`src/rtl/actprio_pkg.sv`:
```
package actprio_pkg;

    localparam int unsigned WORD_W = 32;
    localparam int unsigned PRIO_W = 8;
    localparam logic [5:0]  TRAP_EC = 6'h03;

    typedef enum logic [1:0] {
        RSP_OK    = 2'b00,
        RSP_TRAP  = 2'b01,
        RSP_UNDEF = 2'b10
    } rsp_code_e;

    typedef enum logic [1:0] {
        LVL_EL0 = 2'b00,
        LVL_EL1 = 2'b01,
        LVL_EL2 = 2'b10,
        LVL_EL3 = 2'b11
    } exc_lvl_e;

    typedef struct packed {
        logic              valid;
        logic              write;
        logic [1:0]        idx;
        exc_lvl_e          el;
        logic [WORD_W-1:0] wdata;
    } acc_req_t;

    typedef struct packed {
        logic el2_en;
        logic trap_en;
        logic sre_el2;
        logic sre_el3;
    } acc_ctl_t;

    typedef struct packed {
        logic              valid;
        rsp_code_e         code;
        logic [5:0]        ec;
        logic [WORD_W-1:0] rdata;
    } acc_rsp_t;

    // Number of words needed for a given count of preemption bits.
    function automatic int unsigned words_for(input int unsigned pre_bits);
        return (1 << pre_bits) / WORD_W;
    endfunction

endpackage

```
`src/rtl/actprio_access_decode.sv`:
```
module actprio_access_decode
    import actprio_pkg::*;
#(
    parameter int unsigned NUM_WORDS = 4
) (
    input  acc_req_t  req,
    input  acc_ctl_t  ctl,
    output rsp_code_e code,
    output logic [5:0] ec
);
    localparam logic [2:0] WORDS3 = 3'(NUM_WORDS);

    logic present;
    assign present = ({1'b0, req.idx} < WORDS3);

    always_comb begin
        code = RSP_UNDEF;
        ec   = '0;
        if (present) begin
            unique case (req.el)
                LVL_EL0: code = RSP_UNDEF;
                LVL_EL1: begin
                    if (ctl.el2_en && ctl.trap_en) begin
                        code = RSP_TRAP;
                        ec   = TRAP_EC;
                    end
                end
                LVL_EL2: if (ctl.sre_el2) code = RSP_OK;
                LVL_EL3: if (ctl.sre_el3) code = RSP_OK;
                default: code = RSP_UNDEF;
            endcase
        end
    end
endmodule

```
`src/rtl/actprio_level_mask.sv`:
```
module actprio_level_mask
    import actprio_pkg::*;
#(
    parameter int unsigned PRE_BITS = 7
) (
    input  logic                     valid,
    input  logic [PRIO_W-1:0]        prio,
    output logic [(1<<PRE_BITS)-1:0] mask
);
    localparam int unsigned NUM_LEVELS = 1 << PRE_BITS;

    logic [PRE_BITS-1:0] level;
    assign level = prio[PRIO_W-1 -: PRE_BITS];

    always_comb begin
        for (int l = 0; l < NUM_LEVELS; l++) begin
            mask[l] = valid && (level == PRE_BITS'(l));
        end
    end
endmodule

```
`src/rtl/actprio_find_lowest.sv`:
```
module actprio_find_lowest
    import actprio_pkg::*;
#(
    parameter int unsigned PRE_BITS = 7
) (
    input  logic [(1<<PRE_BITS)-1:0] bits,
    output logic                     any,
    output logic [PRIO_W-1:0]        prio
);
    localparam int unsigned NUM_LEVELS = 1 << PRE_BITS;
    localparam int unsigned LOW_W      = PRIO_W - PRE_BITS;

    logic [PRE_BITS-1:0] lvl;

    always_comb begin
        lvl = '0;
        for (int l = NUM_LEVELS - 1; l >= 0; l--) begin
            if (bits[l]) lvl = PRE_BITS'(l);
        end
    end

    assign any  = |bits;
    assign prio = any ? {lvl, {LOW_W{1'b0}}} : '0;
endmodule

```
`src/rtl/actprio_bank.sv`:
```
module actprio_bank
    import actprio_pkg::*;
#(
    parameter int unsigned PRE_BITS = 7
) (
    input  logic        clk,
    input  logic        rst,
    input  logic        acc_valid,
    input  logic        acc_write,
    input  logic [1:0]  acc_idx,
    input  logic [1:0]  acc_el,
    input  logic [31:0] acc_wdata,
    input  logic        el2_enabled,
    input  logic        el2_trap_en,
    input  logic        sysreg_en_el2,
    input  logic        sysreg_en_el3,
    input  logic        set_valid,
    input  logic [7:0]  set_prio,
    input  logic        clr_valid,
    input  logic [7:0]  clr_prio,
    output logic        rsp_valid,
    output logic [1:0]  rsp_code,
    output logic [5:0]  rsp_ec,
    output logic [31:0] rsp_rdata,
    output logic        top_valid,
    output logic [7:0]  top_prio
);
    localparam int unsigned NUM_LEVELS = 1 << PRE_BITS;
    localparam int unsigned NUM_WORDS  = words_for(PRE_BITS);

    acc_req_t  req;
    acc_ctl_t  ctl;
    acc_rsp_t  rsp_q;
    rsp_code_e acc_code;
    logic [5:0] acc_ec;

    logic [WORD_W-1:0]     word_q [NUM_WORDS];
    logic [NUM_LEVELS-1:0] bank_flat;
    logic [NUM_LEVELS-1:0] set_mask;
    logic [NUM_LEVELS-1:0] clr_mask;
    logic [WORD_W-1:0]     rd_word;

    assign req = '{valid: acc_valid, write: acc_write, idx: acc_idx,
                   el: exc_lvl_e'(acc_el), wdata: acc_wdata};
    assign ctl = '{el2_en: el2_enabled, trap_en: el2_trap_en,
                   sre_el2: sysreg_en_el2, sre_el3: sysreg_en_el3};

    actprio_access_decode #(.NUM_WORDS(NUM_WORDS)) u_decode (
        .req  (req),
        .ctl  (ctl),
        .code (acc_code),
        .ec   (acc_ec)
    );

    actprio_level_mask #(.PRE_BITS(PRE_BITS)) u_set_mask (
        .valid (set_valid),
        .prio  (set_prio),
        .mask  (set_mask)
    );

    actprio_level_mask #(.PRE_BITS(PRE_BITS)) u_clr_mask (
        .valid (clr_valid),
        .prio  (clr_prio),
        .mask  (clr_mask)
    );

    // One storage word per implemented group of 32 levels.
    for (genvar w = 0; w < NUM_WORDS; w++) begin : g_word
        logic wr_hit;
        assign wr_hit = req.valid && req.write && (acc_code == RSP_OK)
                        && (req.idx == 2'(w));

        always_ff @(posedge clk) begin
            if (rst) begin
                word_q[w] <= '0;
            end else if (wr_hit) begin
                word_q[w] <= req.wdata;
            end else begin
                word_q[w] <= (word_q[w] | set_mask[w*WORD_W +: WORD_W])
                             & ~clr_mask[w*WORD_W +: WORD_W];
            end
        end

        assign bank_flat[w*WORD_W +: WORD_W] = word_q[w];
    end

    always_comb begin
        rd_word = '0;
        for (int w = 0; w < NUM_WORDS; w++) begin
            if (req.idx == 2'(w)) rd_word = word_q[w];
        end
    end

    always_ff @(posedge clk) begin
        if (rst) begin
            rsp_q <= '{valid: 1'b0, code: RSP_OK, ec: '0, rdata: '0};
        end else begin
            rsp_q.valid <= req.valid;
            rsp_q.code  <= req.valid ? acc_code : RSP_OK;
            rsp_q.ec    <= req.valid ? acc_ec : '0;
            rsp_q.rdata <= (req.valid && !req.write && acc_code == RSP_OK)
                           ? rd_word : '0;
        end
    end

    assign rsp_valid = rsp_q.valid;
    assign rsp_code  = rsp_q.code;
    assign rsp_ec    = rsp_q.ec;
    assign rsp_rdata = rsp_q.rdata;

    actprio_find_lowest #(.PRE_BITS(PRE_BITS)) u_find (
        .bits (bank_flat),
        .any  (top_valid),
        .prio (top_prio)
    );
endmodule

```
`config.mk`:
```
export PLATFORM = sky130hd
export DESIGN_NAME = actprio_bank
export DESIGN_NICKNAME = d
export VERILOG_FILES = /design/src/rtl/actprio_pkg.sv /design/src/rtl/actprio_access_decode.sv /design/src/rtl/actprio_level_mask.sv /design/src/rtl/actprio_find_lowest.sv /design/src/rtl/actprio_bank.sv
export SDC_FILE = /design/constraint.sdc
export NUM_CORES = 1
export LEC_CHECK = 0
export BUFFER_PORTS_ARGS = -buffer_cell sky130_fd_sc_hd__buf_2
export CAP_MARGIN = 20
export CORE_MARGIN = 2
export CORE_UTILIZATION = 30
export CTS_CLUSTER_DIAMETER = 80
export DETAILED_ROUTE_END_ITERATION = 12
export PLACE_DENSITY = 0.54
export SYNTH_ARGS = -nofsm -noshare
export SYNTH_HDL_FRONTEND = slang
export SYNTH_HIERARCHICAL = 1
export SYNTH_SLANG_ARGS = --single-unit
```
`constraint.sdc`:
```
create_clock -name clk -period 5.9 [get_ports clk]
set_input_delay 1.18 -clock clk [delete_from_list [all_inputs] [get_ports clk]]
set_output_delay 1.18 -clock clk [all_outputs]
set_load 0.05 [all_outputs]
```
* Yosys cells after proc, flatten, opt, wreduce, memory -nomap -nowiden
Memory sizes are Yosys's and may differ from the RTL's.
Cells that the tools add are included.
** Cells by class
- Equality and inequality tests :: 260
- Mux-type cells :: 172
- Reductions and logical operators :: 275
- Bitwise operators :: 23
** Operators with widths (number)
- $eq 7x7->1 const B :: 128
- $mux 7 :: 128
- $eq 7x6->1 const B :: 64
- $mux 32 :: 12
- $logic_and 1x1->1 :: 265
- $eq 7x5->1 const B :: 32
- $and 32x32->32 :: 4
- $not 32->32 :: 4
- $or 32x32->32 :: 4
- $reduce_or 128->1 :: 1
- $eq 7x4->1 const B :: 16
- $eq 7x3->1 const B :: 8
- $eq 7x2->1 const B :: 4
- $mux 1 :: 26
- $eq 7x1->1 const B :: 2
- $logic_not 7->1 :: 2
- $eq 2x2->1 const B :: 4
- $mux 2 :: 4
- $mux 8 :: 1
- $or 1x1->1 :: 8
- $pmux 2 s4 :: 1
- $logic_not 2->1 :: 3
- $eq 2x1->1 const B :: 2
- $reduce_or 2->1 :: 2
- other kinds (3) :: 5
** Word-level totals
- Output and inout bits :: 50
- Bits of input ports :: 62
- Register bits :: 41
- Word-level logic and storage cells :: 735
- Memories kept :: 1
- Memory bits (writable) :: 128
** Memories
- word_q :: words 4, bits a word 32, rd ports 4, clocked after memory_dff 0, write ports 4, RTL line actprio_bank.sv:37 : logic [WORD_W-1:0] word_q [NUM_WORDS];

* Depth between registers and ports, before layout
An unclocked memory read counts as a cell.
- Depth after elaboration :: 130
- Gate-level depth with buffers :: 8

* Hierarchy
Netlist, hierarchy kept.
** By module, submodules not included
- actprio_bank :: cells each 713, area an instance 8856.0 sq um, times used 1
- actprio_level_mask :: cells each 193, area an instance 985.9 sq um, times used 2
- actprio_find_lowest :: cells each 300, area an instance 1871.8 sq um, times used 1
- actprio_access_decode :: cells each 10, area an instance 87.6 sq um, times used 1

* Worst setup path before layout
No wires, ideal clock.
- Path type :: reg-to-output
- Start :: mem word_q[0][10]
- End :: out top_prio[1]
- Required time :: 4.720 ns
- Stages on the path, launching flop included :: 6
- Setup slack :: 2.378 ns
- Buffers on the path :: 0
- Data arrival time :: 2.342 ns
- Cells stage by stage :: edfxtp_1 a2111oi_0 o31ai_1 o2111ai_1 a311oi_1 nor3_1
** RTL lines
- start: declaration :: RTL line actprio_bank.sv:37
- end: declaration :: RTL line actprio_bank.sv:26 : output logic [7:0] top_prio

==> impl_metrics.tcl <==
set metrics [dict create \
    ys_seq_elements 169 \
    status "finished clean" \
    cts.sinks 169 \
    drv_cap 0 \
    dpl_cell_area_mm2 0.01386 \
    crit_path_end_kind "output port" \
    core_area_mm2 0.04204 \
    stdcell_area_mm2 0.01445 \
    ff2ff_path_depth 2 \
    fillers 4406 \
    wirelength_mm 52.28 \
    critPathKind "flop to output port" \
    areaGrowthSynthToFinish_pct 13.02 \
    grt_max_degree 81 \
    p_leak_nw 5.773 \
    async_flop_share 0 \
    detail_route.vias_per_cell 5.574 \
    r2r-end "rsp_rdata[5]" \
    hold_viol_final 0 \
    rows 75 \
    drt_first_pass_iters 6 \
    clockBufferDepth 2 \
    synthesis.area_mm2 0.01279 \
    relSlewSlack 0.2326 \
    grt-ovfl-total 0 \
    max_freq_mhz 226.4 \
    slowest_stage "nor4_1" \
    path_cells "nor4_1 > o311ai_0 > and3_2 > o21ai_0 > a31oi_1 > buf_2" \
    fin_cells 2116 \
    crit_buf_inv 1 \
    required_ns 4.72 \
    post-route-min-period_ns 4.417 \
    cp_max_fo 6 \
    die_area_mm2 0.04429 \
    synth_cell_type_count 67 \
    place_inst 2082 \
    worst_pin_slew_ns 1.148 \
    critPathArrivalTime_ns 3.24 \
    clk_pin_slew_ns 0.07 \
    critPathLaunchType "flop" \
    path_delay_family "simple AND/OR/NAND/NOR gates" \
    r2r-start "word_q[2][5]" \
    dieHeight_um 210.5 \
    htreeDepth 4 \
    io_buffers 108 \
    hold_path_class "flop to flop" \
    finClkSkew_ns 0.009887 \
    grt_pass1_vias 11020 \
    yosysWarningCount 6 \
    ys_seq_area_frac 0.3648 \
    post_cts_resized 0 \
    cts_tree "yes" \
    wl_per_cell_um 24.71 \
    setup_tns_ns 0 \
    seqCellArea_mm2 0.004664 \
    yosys_most_used_dff "edfxtp_1" \
    power_mw 3.096 \
    synth_edf_count 128 \
    syn_inst 1409 \
    holdWs_ns 0.8585 \
    cp_num_cells 6 \
    rsz0062_at_grt "no" \
    nNetsFinal 1625 \
    initial_core_util 0.3042 \
    antenna_found_initial 0 \
    max_stage_delay_ns 0.72 \
    vias 11800 \
    route.detailed.drc 0 \
    gp_congestion 1.007 \
    first_iter_violations 1376 \
    endpoint "top_prio[2]" \
    slew_viol_final 0 \
    ioPinCount 112 \
    r2r_setup_slack_ns 4.32 \
    multiInputGateArea_mm2 0.007800 \
    grt_first_pass_wirelength_mm 75.46 \
    fp.dieW_um 210.5 \
    ctsHoldBuffers 0 \
    crit_path_start "word_q[3][14]" \
    vdd_ir_drop_max_mv 0.1715 \
    postRouteAntennaNets 0 \
    clk_latency_ns 0.47 \
    cts_buffers 17 \
    setup_viol 0 \
    period_share 0.7486 \
    root_buffer "clkbuf_16" \
    post-cts-setup-buffers 0 \
    p_per_area_mw_per_mm2 214.2 \
    avgSynthCellArea_um2 9.075 \
    drive_gt1_frac 0.1447 \
    hpwl_mm 39.32 \
    grtUsageTotal 0.2362 \
]
## Yosys cell counts (all sizes together) (2+ instances only)
cell type,n,share of area
nor2,419,0.12
or3,130,0.064
edfxtp,128,0.30
mux2i,128,0.10
buf,68,0.042
nor4,53,0.040
clkbuf,46,0.014
dfxtp,41,0.064
nand2b,41,0.020
and3,36,0.018
mux4,32,0.057
a21oi,31,0.012
nor3,30,0.016
inv,28,0.0082
nand4bb,24,0.021
nand2,20,0.0059
nand4b,18,0.012
o21ai,18,0.0070
nand4,17,0.011
or4b,14,0.011
and2,10,0.0052
o31ai,10,0.0059
nand3,9,0.0043
a211oi,6,0.0035
nor2b,5,0.0024
o211ai,5,0.0029
o2111ai,4,0.0027
o21bai,4,0.0023
a2111oi,3,0.0021
a31oi,3,0.0015
conb,3,0.00088
o21a,3,0.0018
o311ai,3,0.0021
or4,3,0.0018
and4b,2,0.0018
nand3b,2,0.0012
## cell usage in the layout, fill, tap and decap left out, types with 4 or more instances in the layout
cell type,synthesis,routed
o21bai_1,4,4
or3_1,130,130
nor4_4,7,7
and3_1,34,34
conb_1,3,133
buf_2,39,107
dfxtp_1,41,41
nor4_2,11,11
nand4b_1,18,18
clkinv_4,0,4
o31ai_1,10,10
nand3_1,7,7
inv_1,28,28
nand4bb_1,24,24
nand2b_1,41,41
nor4_1,35,35
o211ai_1,5,5
nand4_2,4,4
nor2b_1,5,4
mux2i_1,128,128
or4b_1,14,14
o21ai_0,17,17
buf_4,10,11
edfxtp_1,128,128
mux4_2,29,29
nor3_1,21,20
nand4_1,12,12
nor2_1,417,417
o2111ai_1,4,4
nor3_2,8,9
clkbuf_16,0,17
and2_1,8,8
a211oi_1,6,6
nand2_1,20,20
a21oi_1,30,30
## state kept, by name, summed over array words and instances, names as in the netlist
register and cells:
rsp_code 2, rsp_ec 6, rsp_rdata 32, rsp_valid 1, word_q 128
## logic make-up (layout without fill, tap and decap cells)
| family | Yosys count | after routing | synth area share |
|---|---|---|---|
| other | 3 | 134 | 0.0008806 |
| AND/OR/NAND/NOR | 836 | 836 | 0.3618 |
| AO/OA/AOI/OAI | 98 | 98 | 0.04941 |
| multiplexers | 161 | 161 | 0.1586 |
| buffers and inverters | 142 | 179 | 0.06448 |
| flip-flops | 169 | 169 | 0.3648 |
## worst min path at each step
| stage | startpoint | endpoint | slack, ns | cells past startpoint |
|---|---|---|---|---|
| after floorplan | word_q[0][23] | rsp_rdata[23] | 0.73 | 2 |
| after global placement | word_q[1][16] | rsp_rdata[16] | 0.84 | 2 |
| after detailed placement | word_q[1][16] | rsp_rdata[16] | 0.85 | 2 |
| after CTS | word_q[1][16] | rsp_rdata[16] | 0.87 | 2 |
| after global routing | word_q[1][16] | rsp_rdata[16] | 0.92 | 2 |
| final | word_q[1][16] | rsp_rdata[16] | 0.86 | 2 |
## where the power goes
| group | switching [mW] | internal (mW) |
|---|---|---|
| logic | 0.293 | 0.177 |
| registers | 0.130 | 1.35 |
| clock network | 0.538 | 0.607 |
## worst min-delay path, delay by kind of cell, from the launching register on
family | cells | cell delay (ns)
simple gates | 1 | 0.14
mux | 1 | 0.26
flops | 1 | 0.43
## through the flow
stage | setup WS (ns) | util
after CTS | 1.526 | 0.3434
final | 1.483 | 0.3438
after global placement | 2.016 | 0.3297
after detailed placement | 2.074 | 0.3297
after floorplan | 2.378 | -
after global routing | 1.449 | 0.3437
## area by class of cell
| cell class | count | share of cell area |
|---|---|---|
| multi-input cells | 1228 | 0.5397 |
| flip-flops and latches | 169 | 0.3227 |
| well taps | 539 | 0.04666 |
| repair buffers | 119 | 0.04381 |
| clock buffers | 19 | 0.03134 |
| clock inverters | 13 | 0.008311 |
| inverters | 28 | 0.007272 |
| diodes | 1 | 0.0001731 |
## metal layers
| layer | vias to the layer above | wire length, µm | GRT usage | part of all wire |
|---|---|---|---|---|
| met4 | 0 | 1828 | 0.09179 | 0.035 |
| li1 | 5301 | - | - | - |
| met5 | - | 0 | 0 | 0 |
| met1 | 5856 | 22790 | 0.3240 | 0.44 |
| met3 | 75 | 4028 | 0.04052 | 0.077 |
| met2 | 563 | 23630 | 0.3712 | 0.45 |
(Power assumes the default switching activity.)
